[config.mk]
export PLATFORM = sky130hd
export DESIGN_NAME = ppl_top
export DESIGN_NICKNAME = d
export VERILOG_FILES = /design/src/rtl/ppl_pkg.sv /design/src/rtl/ppl_word_seq.sv /design/src/rtl/ppl_swap_ctrl.sv /design/src/rtl/ppl_bank_store.sv /design/src/rtl/ppl_top.sv
export SDC_FILE = /design/constraint.sdc
export NUM_CORES = 1
export LEC_CHECK = 0
export BUFFER_PORTS_ARGS = -buffer_cell sky130_fd_sc_hd__buf_2
export CAP_MARGIN = 20
export CORE_AREA = 2 2 241 243
export CTS_BUF_LIST = sky130_fd_sc_hd__clkbuf_4 sky130_fd_sc_hd__clkbuf_8 sky130_fd_sc_hd__clkbuf_16
export DETAILED_ROUTE_END_ITERATION = 16
export DIE_AREA = 0 0 243 245
export PLACE_DENSITY = 0.67
export SYNTH_ARGS = -nofsm -noshare
export SYNTH_HDL_FRONTEND = slang
export SYNTH_SLANG_ARGS = --single-unit
[constraint.sdc]
create_clock -name clk -period 8.58 [get_ports clk]
set_clock_uncertainty 0.05 [all_clocks]
set_input_delay 2.574 -clock clk [delete_from_list [all_inputs] [get_ports clk]]
set_output_delay 2.574 -clock clk [all_outputs]
set_load 0.03 [all_outputs]
[src/rtl/ppl_pkg.sv]
// Shared types for the profile loader.
package ppl_pkg;
    // Outcome of a refresh tick.
    typedef enum logic [1:0] {
        SW_IDLE     = 2'd0,
        SW_COMMIT   = 2'd1,
        SW_UNDERRUN = 2'd2
    } swap_dec_e;
endpackage

[src/rtl/ppl_word_seq.sv]
// Word sequencer: tracks the position of the next host word inside a profile
// (sub-channel, slot 0 = header, slots 1..TAPS = gains). It checks headers and
// stops taking words once the shadow is full.
// Assumes clear_i is only raised while full.
module ppl_word_seq #(
    parameter int NUM_SUB = 4,
    parameter int TAPS    = 9,
    parameter int WORD_W  = 8,
    localparam int SUB_W  = (NUM_SUB > 1) ? $clog2(NUM_SUB) : 1,
    localparam int TAP_W  = (TAPS > 1) ? $clog2(TAPS) : 1,
    localparam int SLOT_W = $clog2(TAPS + 1)
) (
    input  logic              clk,
    input  logic              rst_n,
    input  logic              wr_valid_i,
    input  logic [WORD_W-1:0] wr_data_i,
    input  logic              clear_i,
    output logic              wr_ready_o,
    output logic              wr_en_o,
    output logic [SUB_W-1:0]  wr_sub_o,
    output logic [TAP_W-1:0]  wr_tap_o,
    output logic              full_o,
    output logic              seq_err_o
);
    logic [SUB_W-1:0]  sub_q;
    logic [SLOT_W-1:0] slot_q;
    logic              full_q;
    logic              err_q;
    logic              fire;
    logic              last_slot;
    logic              last_sub;
    logic [SLOT_W-1:0] slot_m1;

    // Handshake and position decode.
    always_comb begin
        fire      = wr_valid_i && !full_q;
        last_slot = (slot_q == SLOT_W'(TAPS));
        last_sub  = (sub_q == SUB_W'(NUM_SUB - 1));
        slot_m1   = slot_q - SLOT_W'(1);
    end

    // Advance the slot/sub-channel position on each accepted word.
    always_ff @(posedge clk) begin
        if (!rst_n) begin
            sub_q  <= '0;
            slot_q <= '0;
            full_q <= 1'b0;
        end else if (clear_i) begin
            sub_q  <= '0;
            slot_q <= '0;
            full_q <= 1'b0;
        end else if (fire) begin
            if (last_slot) begin
                slot_q <= '0;
                if (last_sub) begin
                    sub_q  <= '0;
                    full_q <= 1'b1;
                end else begin
                    sub_q <= sub_q + SUB_W'(1);
                end
            end else begin
                slot_q <= slot_q + SLOT_W'(1);
            end
        end
    end

    // Flag a header word that does not match the expected sub-channel.
    always_ff @(posedge clk) begin
        if (!rst_n) err_q <= 1'b0;
        else        err_q <= fire && (slot_q == '0) && (wr_data_i != WORD_W'(sub_q));
    end

    assign wr_ready_o = !full_q;
    assign wr_en_o    = fire && (slot_q != '0);
    assign wr_sub_o   = sub_q;
    assign wr_tap_o   = TAP_W'(slot_m1);
    assign full_o     = full_q;
    assign seq_err_o  = err_q;

    AST_FULL_HOLDS: assert property (@(posedge clk) disable iff (!rst_n)
        (full_q && !clear_i) |=> full_q);
    AST_LAST_WORD_FILLS: assert property (@(posedge clk) disable iff (!rst_n)
        (fire && last_slot && last_sub) |=> (full_q && !wr_ready_o));
endmodule

[src/rtl/ppl_swap_ctrl.sv]
// Swap controller: on a refresh tick, either flips the active bank (the shadow
// is full) or reports an underrun. The commit and underrun outputs are
// registered one-cycle pulses.
module ppl_swap_ctrl
    import ppl_pkg::*;
(
    input  logic clk,
    input  logic rst_n,
    input  logic refresh_i,
    input  logic full_i,
    output logic swap_o,
    output logic act_o,
    output logic commit_o,
    output logic underrun_o
);
    swap_dec_e dec;
    logic      act_q;
    logic      commit_q;
    logic      under_q;

    // Classify the current cycle's tick.
    always_comb begin
        if (!refresh_i)  dec = SW_IDLE;
        else if (full_i) dec = SW_COMMIT;
        else             dec = SW_UNDERRUN;
    end

    // Bank select and outcome pulses.
    always_ff @(posedge clk) begin
        if (!rst_n) begin
            act_q    <= 1'b0;
            commit_q <= 1'b0;
            under_q  <= 1'b0;
        end else begin
            if (dec == SW_COMMIT) act_q <= !act_q;
            commit_q <= (dec == SW_COMMIT);
            under_q  <= (dec == SW_UNDERRUN);
        end
    end

    assign swap_o     = (dec == SW_COMMIT);
    assign act_o      = act_q;
    assign commit_o   = commit_q;
    assign underrun_o = under_q;

    AST_COMMIT_FLIPS_BANK: assert property (@(posedge clk) disable iff (!rst_n)
        commit_o |-> (act_q != $past(act_q)));
    AST_UNDERRUN_NO_SWAP: assert property (@(posedge clk) disable iff (!rst_n)
        (refresh_i && !full_i) |=> (underrun_o && !commit_o && $stable(act_q)));
endmodule

[src/rtl/ppl_bank_store.sv]
// Two coefficient banks. Writes go to the shadow bank (not act_i); the gain
// bus is read from the active bank. Both banks reset to zero.
module ppl_bank_store #(
    parameter int NUM_SUB = 4,
    parameter int TAPS    = 9,
    parameter int WORD_W  = 8,
    localparam int SUB_W  = (NUM_SUB > 1) ? $clog2(NUM_SUB) : 1,
    localparam int TAP_W  = (TAPS > 1) ? $clog2(TAPS) : 1,
    localparam int BUS_W  = NUM_SUB * TAPS * WORD_W
) (
    input  logic              clk,
    input  logic              rst_n,
    input  logic              act_i,
    input  logic              wr_en_i,
    input  logic [SUB_W-1:0]  wr_sub_i,
    input  logic [TAP_W-1:0]  wr_tap_i,
    input  logic [WORD_W-1:0] wr_data_i,
    output logic [BUS_W-1:0]  gains_o
);
    logic [WORD_W-1:0] bank_q [2][NUM_SUB][TAPS];

    // Store incoming gain words into the shadow bank.
    always_ff @(posedge clk) begin
        if (!rst_n) begin
            for (int b = 0; b < 2; b++)
                for (int s = 0; s < NUM_SUB; s++)
                    for (int t = 0; t < TAPS; t++)
                        bank_q[b][s][t] <= '0;
        end else if (wr_en_i) begin
            bank_q[!act_i][wr_sub_i][wr_tap_i] <= wr_data_i;
        end
    end

    // Pack the active bank onto the gain bus.
    for (genvar s = 0; s < NUM_SUB; s++) begin : g_sub
        for (genvar t = 0; t < TAPS; t++) begin : g_tap
            assign gains_o[(s*TAPS+t)*WORD_W +: WORD_W] = bank_q[act_i][s][t];
        end
    end

    AST_ACTIVE_STABLE: assert property (@(posedge clk) disable iff (!rst_n)
        $stable(act_i) |-> $stable(gains_o));
endmodule

[src/rtl/ppl_top.sv]
// Double-buffered channel profile loader for a four-sub-channel MIMO filter
// bank. The host fills the shadow bank word by word, and a refresh tick
// commits a complete shadow atomically.
// Assumes refresh_tick is a single-cycle strobe.
module ppl_top #(
    parameter int NUM_SUB = 4,
    parameter int TAPS    = 9,
    parameter int WORD_W  = 8,
    localparam int SUB_W  = (NUM_SUB > 1) ? $clog2(NUM_SUB) : 1,
    localparam int TAP_W  = (TAPS > 1) ? $clog2(TAPS) : 1,
    localparam int BUS_W  = NUM_SUB * TAPS * WORD_W
) (
    input  logic              clk,
    input  logic              rst_n,
    input  logic              wr_valid,
    input  logic [WORD_W-1:0] wr_data,
    output logic              wr_ready,
    input  logic              refresh_tick,
    output logic [BUS_W-1:0]  gains,
    output logic              commit,
    output logic              underrun,
    output logic              seq_err
);
    logic             swap;
    logic             act;
    logic             full;
    logic             wr_en;
    logic [SUB_W-1:0] wr_sub;
    logic [TAP_W-1:0] wr_tap;

    ppl_word_seq #(.NUM_SUB(NUM_SUB), .TAPS(TAPS), .WORD_W(WORD_W)) u_seq (
        .clk(clk), .rst_n(rst_n), .wr_valid_i(wr_valid), .wr_data_i(wr_data),
        .clear_i(swap), .wr_ready_o(wr_ready), .wr_en_o(wr_en),
        .wr_sub_o(wr_sub), .wr_tap_o(wr_tap), .full_o(full), .seq_err_o(seq_err)
    );

    ppl_swap_ctrl u_swap (
        .clk(clk), .rst_n(rst_n), .refresh_i(refresh_tick), .full_i(full),
        .swap_o(swap), .act_o(act), .commit_o(commit), .underrun_o(underrun)
    );

    ppl_bank_store #(.NUM_SUB(NUM_SUB), .TAPS(TAPS), .WORD_W(WORD_W)) u_bank (
        .clk(clk), .rst_n(rst_n), .act_i(act), .wr_en_i(wr_en),
        .wr_sub_i(wr_sub), .wr_tap_i(wr_tap), .wr_data_i(wr_data), .gains_o(gains)
    );

    AST_NO_DOUBLE_PULSE: assert property (@(posedge clk) disable iff (!rst_n)
        !(commit && underrun));
    AST_READY_AFTER_COMMIT: assert property (@(posedge clk) disable iff (!rst_n)
        commit |-> wr_ready);
endmodule

---- Word level (Yosys, flattened, before mapping) ----
Memory sizes are Yosys's and may differ from the RTL's. A register that Yosys moved wholly into a read port is not among the register bits.
Cells that the tools add are included.
word-level totals
  flip-flop bits (word level) ............. 11
  memory bits (writable) .................. 576
  output and inout bits ................... 292
  memories kept ........................... 1
cells by class
  add/subtract/negate cells ............... 3
  $lt $le $gt $ge ......................... 4
  equal/unequal tests ..................... 5
  mux-type cells .......................... 17
  bitwise operators ....................... 3
  reduce and logical (&&, ||, !) cells .... 14
memories
  name           depth  width  rd ports  clocked after Yosys merged registers in  wr ports  RTL line              RTL
  u_bank.bank_q  2      288    1         1                                        2         ppl_bank_store.sv:20  logic [WORD_W-1:0] bank_q [2][NUM_SUB][TAPS];
operators by type and width
  cell                   count
  $mux W288              3
  $reduce_or A288 Y1     1
  $demux W72 S2          1
  $mux W72               1
  $demux W8 S4           1
  $mux W8                1
  $ne A8 B2 Y1           1
  $logic_and A1 B1 Y1    6
  $mux W1                6
  $mux W2                3
  $ge A5 B5 Y1 const B   1
  $lt A5 B1 Y1 const B   1
  $not A4 Y5             1
  $add A4 B1 Y4 const B  1
  $eq A2 B2 Y1 const B   2
  $eq A4 B4 Y1 const B   1
  $logic_not A4 Y1       1
  $mux W4                1
  $reduce_bool A4 Y1     1
  $sub A4 B1 Y4 const B  1
  $ge A3 B3 Y1 const B   1
  $lt A3 B1 Y1 const B   1
  $not A2 Y3             1
  $reduce_and A3 Y1      1
  6 further kinds        7

---- Logic depth before layout (Yosys ltp) ----
Gate-level depths: netlist (run 1).
  depth in word-level cells ............... 11
  gate-level depth with buffers ........... 10
  gate-level depth less buffers ........... 7

---- Modules after synthesis ----
Synthesis (run 1) repeated with hierarchy kept, for this count alone.
unflattened totals
  cells, all modules ...................... 1572
  area total of the unflattened synthesis .. 26798.2 um^2
by module, submodules not included
  module          instances  cells an instance  area an instance (um^2)  sequential area each (um^2)
  ppl_bank_store  1          1507               26185.1                  17296.6
  ppl_word_seq    1          56                 505.5                    160.2
  ppl_swap_ctrl   1          9                  107.6                    60.1

---- Least setup slack after synthesis (run 1) ----
No wires, ideal clock.
  path type ............................... input to register
  from .................................... input port wr_valid
  to ...................................... memory u_bank.bank_q[1][0] (netlist name), data pin
  library setup time ...................... 0.314 ns
  arrival ................................. 4.169 ns
  slack ................................... 4.047 ns
  stages on the path ...................... 8
  path buffers ............................ 3
  path through ............................ and3b_1 > buf_2 > nand3_1 > o22ai_1 > nor4_2 > buf_2 > buf_4 > a21oi_2
RTL lines
  element      RTL line              RTL
  from (decl)  ppl_top.sv:15         input logic wr_valid,
  to (decl)    ppl_bank_store.sv:20

==> results of run 1 <==
[sequential cells by signal (all words and copies together), names as in the netlist, named ones only]
register and count:
u_seq.wr_sub_o 2, u_swap.underrun_o 1, u_seq.seq_err_o 1, u_swap.commit_o 1, u_swap.act_o 1, u_seq.slot_q 4, u_seq.full_o 1, u_bank.bank_q 576
[metal layers]
metal / vias up / global-route usage [%] / share of wire (%)
li1: 6765 / - / -
met1: 8123 / 33.0 / 40
met2: 783 / 39.8 / 48
met3: 127 / 6.99 / 9.3
met4: 0 / 7.80 / 3.0
met5: - / 0 / 0
[power by group]
group          internal, mW  leakage (nW)  switching [mW]
Clock                  1.40         0.925            1.07
Sequential             3.26          5.97          0.0351
Combinational         0.119          3.94           0.331
[layout make-up]
class,count,area share (%)
inverters,9,0.113
flip-flops and latches,588,58.9
repair buffers,407,7.59
clock buffers,75,5.36
diodes,1,0.00840
clock inverters,34,0.815
well taps,765,3.21
multi-input cells,860,24.0
[kinds of logic after synthesis]
logic type	after synthesis	synth area share, %
flip-flops	588	68.9
AND/OR/NAND/NOR	331	6.27
multiplexers	288	12.7
AO/OA/AOI/OAI	233	8.50
buffers and inverters	148	3.28
XOR/XNOR	4	0.138
adder cells (fa/ha/maj)	4	0.197
[worst reg2reg max path, cell delays in order (launching register included)]
cell,delay [ps]
dfxtp_1,430
inv_1,110
ha_1,500
buf_4,350
and4b_1,230
a31oi_1,130
o32ai_1,140
nor3_4,230
buf_4,540
buf_4,820
a211oi_1,250
[final timing paths]
kind	from	end	slack [ps]	cells past startpoint
max reg2reg	u_seq.wr_sub_o[0]	u_bank.bank_q[0][223]	4500	10
min reg2reg	u_seq.full_o	u_seq.full_o	490	2
min	u_seq.full_o	u_seq.full_o	490	2
max	register	gains[12]	3060	3
[cells in the mapped netlist, types with 7 or more instances]
master	n
edfxtp_1	576
mux2_2	288
a211oi_2	122
nor2_1	101
nand2_1	94
clkbuf_1	92
and3_1	83
o21ai_0	74
buf_2	23
nor2b_1	16
dfxtp_1	12
buf_12	11
a21oi_1	9
a21oi_2	9
and2_1	8
a211oi_1	7
nand3_1	7
[through the flow]
stage                     power, mW  hold slack [ps]  cell area [um2]  worst slack [ps]  util, %
after floorplan                3.63              443            25500              4050        -
after detailed placement       3.80              474            27800              2480     48.8
after global placement         3.79              462            27700              2620     48.6
final                          6.22              490            29800              3060     52.2
after global routing           6.39              520            29800              2970     52.2
after CTS                      6.24              482            29700              3060     52.0
==> flow_summary.json, run 1 <==
{
  "clock_path_buffers": 3,
  "core_um2": 57000,
  "fillers": 4877,
  "first_iter_violations": 1666,
  "synth_ff_type": "edfxtp_1",
  "vias": 15800,
  "critical_path.max_fanout": 71,
  "nets": 1941,
  "cap_violations": 0,
  "fin_cells": 2739,
  "clk_transition_reported_paths_ps": 60,
  "max-vdd-ir-drop_mv": 0.142,
  "cp-end-kind": "output pin",
  "grt_remaining_overflow": 0,
  "ys_ff_latch": 588,
  "cts_tree": "yes",
  "yosysTopAreaCellShare_pct": 67.9,
  "async_flop_share_pct": 0,
  "syn_inst": 1596,
  "status": "finished, final reports clean",
  "post-route-period-util_pct": 64.4,
  "cp.required_ps": 5960,
  "synth.largest_area_cell": "edfxtp_1",
  "portBuffers": 303,
  "synth-edff-count": 576,
  "detail-route-antenna-nets": 0,
  "cts-resized-gates": 0,
  "slowest_delay_ps": 830,
  "max_freq_mhz": 181,
  "grt_max_degree": 129,
  "slew_headroom_pct": 25.3,
  "dp_hpwl_mm": 48.8,
  "multi_input_area_um2": 7160,
  "ys_warn_count": 0,
  "setup_violations": 0,
  "holdCritPathClass": "register to register",
  "drc": 0,
  "first_global_vias": 15700,
  "wl_per_cell_um": 27.5,
  "seqCellArea_um2": 17500,
  "grt_pass1_wl_mm": 108,
  "total_leakage_power_nw": 10.8,
  "slew_viol_final": 0,
  "drive_gt1_share_pct": 47.1,
  "cts_buffers": 59,
  "yosysSeqAreaShare_pct": 68.9,
  "yosys.cell_types.count": 49,
  "crit_arrival_ps": 2900,
  "dieArea_um2": 59500,
  "tightest_slew_ps": 1110,
  "mostFrequentLayoutCells": "edfxtp_1 (576), buf_2 (332), mux2_2 (288)",
  "critPathTopFamily": "buffers and inverters",
  "via_per_inst": 5.77,
  "wl_mm": 75.4,
  "place_inst": 2610,
  "crit_chain": "buf_4 > mux2_2 > buf_2",
  "final_common_cell": "edfxtp_1",
  "cts_sinks": 588,
  "die_w_um": 243,
  "worstSetupPathType": "register to output pin",
  "die_height_um": 245,
  "cellPowerDensity_nw_per_um2": 209,
  "cts-root-buf": "clkbuf_16",
  "clk_latency_ps": 630,
  "antenna_found_initial": 0,
  "gp_congestion": 0.853,
  "ioPinCount": 304,
  "firstDrtPassIters": 8,
  "cp.buffers_inverters": 2,
  "netlist_area_um2": 25500,
  "ys_top_cells_by_area": "edfxtp_1 (68%), mux2_2 (13%), a211oi_2 (6.0%)",
  "cp_slowest_cell": "buf_4",
  "htree_num_levels": 2,
  "post_cts_buffers": 0,
  "fin_crit_ps": 5520,
  "startpoint_type": "register",
  "start_util_pct": 44.6,
  "rows": 88,
  "finalHoldViolations": 0,
  "avgSynthCellArea_um2": 16.0,
  "fin_setup_tns_ps": 0,
  "rsz0062_at_grt": "false",
  "grt_usage_pct": 24.9,
  "postCtsHoldBufs": 0,
  "area_growth_pct": 17.0,
  "synthesis.nets": 1612
}
No activity file was read; power rests on OpenSTA's default activity.
==> run 2: changes to the inputs <==
==> constraint.sdc (replaced) <==
create_clock -name clk -period 5.4 [get_ports clk]
set_clock_uncertainty 0.05 [all_clocks]
set_input_delay 1.62 -clock clk [delete_from_list [all_inputs] [get_ports clk]]
set_output_delay 1.62 -clock clk [all_outputs]
set_load 0.03 [all_outputs]
==> run 2 against run 1 <==
Sequential cell count unchanged. Final area rose by 0.58%. Wire length increased by 1.3%. Count of clock-buffer cells in the layout is 8 lower. Via count down 0.42%. Critical path type unchanged. Critical endpoint is now gains[253]. Largest power group unchanged.
==> flow_summary.json, run 2 (same netlist as run 1, synthesis figures left out) <==
{
  "startpoint_type": "register",
  "max_freq_mhz": 229,
  "grt_remaining_overflow": 0,
  "first_iter_violations": 1841,
  "grt_max_degree": 76,
  "fin_setup_tns_ps": 0,
  "slew_headroom_pct": 20.8,
  "drc": 0,
  "antenna_cells": 0,
  "largest_reg_flops": 576,
  "fin_cells": 2732,
  "cp.required_ps": 3730,
  "largest-register": "u_bank.bank_q",
  "place_inst": 2633,
  "tightest_slew_ps": 1180,
  "cts-root-buf": "clkbuf_16",
  "clk_latency_ps": 610,
  "holdPathStages": 2,
  "crit_arrival_ps": 2700,
  "vias": 15700,
  "max-vdd-ir-drop_mv": 0.236,
  "cts-resized-gates": 0,
  "finalHoldViolations": 0,
  "nets": 1948,
  "wl_per_cell_um": 28.0,
  "status": "finished, final reports clean",
  "area_growth_pct": 17.7,
  "reg2regPathDepth": 7,
  "post-route-period-util_pct": 80.9,
  "place_area_um2": 28100,
  "slew_viol_final": 0,
  "detail-route-antenna-nets": 0,
  "dp_hpwl_mm": 48.9,
  "start_util_pct": 44.6,
  "clk_transition_reported_paths_ps": 60,
  "post_cts_buffers": 0,
  "firstDrtPassIters": 6,
  "mostFrequentLayoutCells": "edfxtp_1 (576), buf_2 (305), mux2_2 (288)",
  "fin_crit_ps": 4370,
  "via_per_inst": 5.76,
  "worstSetupPathType": "register to output pin",
  "cts_sinks": 588,
  "cts_buffers": 57,
  "die_height_um": 245,
  "wl_mm": 76.4,
  "grt_pass1_wl_mm": 109,
  "drive_gt1_share_pct": 47.5,
  "htree_num_levels": 2,
  "antenna_found_initial": 2,
  "reg2reg_setup_slack_ps": 1470,
  "first_global_vias": 15600,
  "die_w_um": 243,
  "postCtsHoldBufs": 0,
  "portBuffers": 303,
  "core_um2": 57000,
  "rows": 88,
  "cellPowerDensity_nw_per_um2": 328,
  "cap_violations": 0,
  "final_common_cell": "edfxtp_1",
  "gp_congestion": 0.864,
  "clock_path_buffers": 3,
  "critical_path.max_fanout": 61,
  "p_total_mw": 9.82,
  "setup_violations": 0,
  "total_leakage_power_nw": 10.9,
  "cp-end-kind": "output pin",
  "holdCritPathClass": "register to register",
  "ioPinCount": 304,
  "cts_tree": "yes",
  "grt_usage_pct": 25.1,
  "final_area_um2": 30000,
  "dieArea_um2": 59500,
  "fillers": 4773,
  "rsz0062_at_grt": "false"
}
-- run 2: changes by cell type in the layout (fill, tap and decap cells not counted), sizes merged --
cell and change:
clkinvlp +4, diode -1, inv -3, clkbuf -13, bufinv +1, buf +14
clkinv -9
-- run 2: final timing paths --
| check | endpoint | from |
|---|---|---|
| worst max-delay path | gains[253] | register |
| worst min-delay path | u_seq.full_o | u_seq.full_o |
| worst max register to register | u_bank.bank_q[1][278] | u_seq.wr_sub_o[0] |
| worst min register to register | u_seq.full_o | u_seq.full_o |
-- run 2: power by group --
group	leakage (nW)	switching, mW	total [mW]	internal (mW)
registers	5.97	0.0575	5.24	5.18
logic	4.04	0.525	0.722	0.196
clock network	0.870	1.68	3.86	2.18
-- run 2: stage by stage --
step	util [%]	hold WS [ps]	worst slack (ps)
floorplan	-	443	1820
global placement	49.2	458	721
detailed placement	49.3	472	607
CTS	52.4	484	1030
global route	52.6	517	957
finish	52.6	485	1030
-- run 2: worst max-delay path, cell delays in order (launching register included) --
cell	delay [ps]
dfxtp_4	980
buf_12	370
mux2_2	440
buf_2	190
-- run 2: per-layer routing --
| layer | share of wire (%) | global-route usage, % | vias up |
|---|---|---|---|
| li1 | - | - | 6756 |
| met1 | 41 | 34.3 | 8029 |
| met3 | 8.1 | 4.38 | 121 |
| met5 | 0 | 0 | - |
| met4 | 3.0 | 8.91 | 0 |
| met2 | 48 | 40.6 | 825 |
-- run 2: area by class of cell --
cell class | instances | area [um2] | area share [%]
clock buffer | 67 | 1520 | 5.07
multi-input combinational | 860 | 7170 | 23.9
inverter | 9 | 33.8 | 0.113
clock inverter | 27 | 240 | 0.802
tap | 765 | 957 | 3.19
timing repair buffer | 416 | 2510 | 8.39
sequential | 588 | 17500 | 58.5
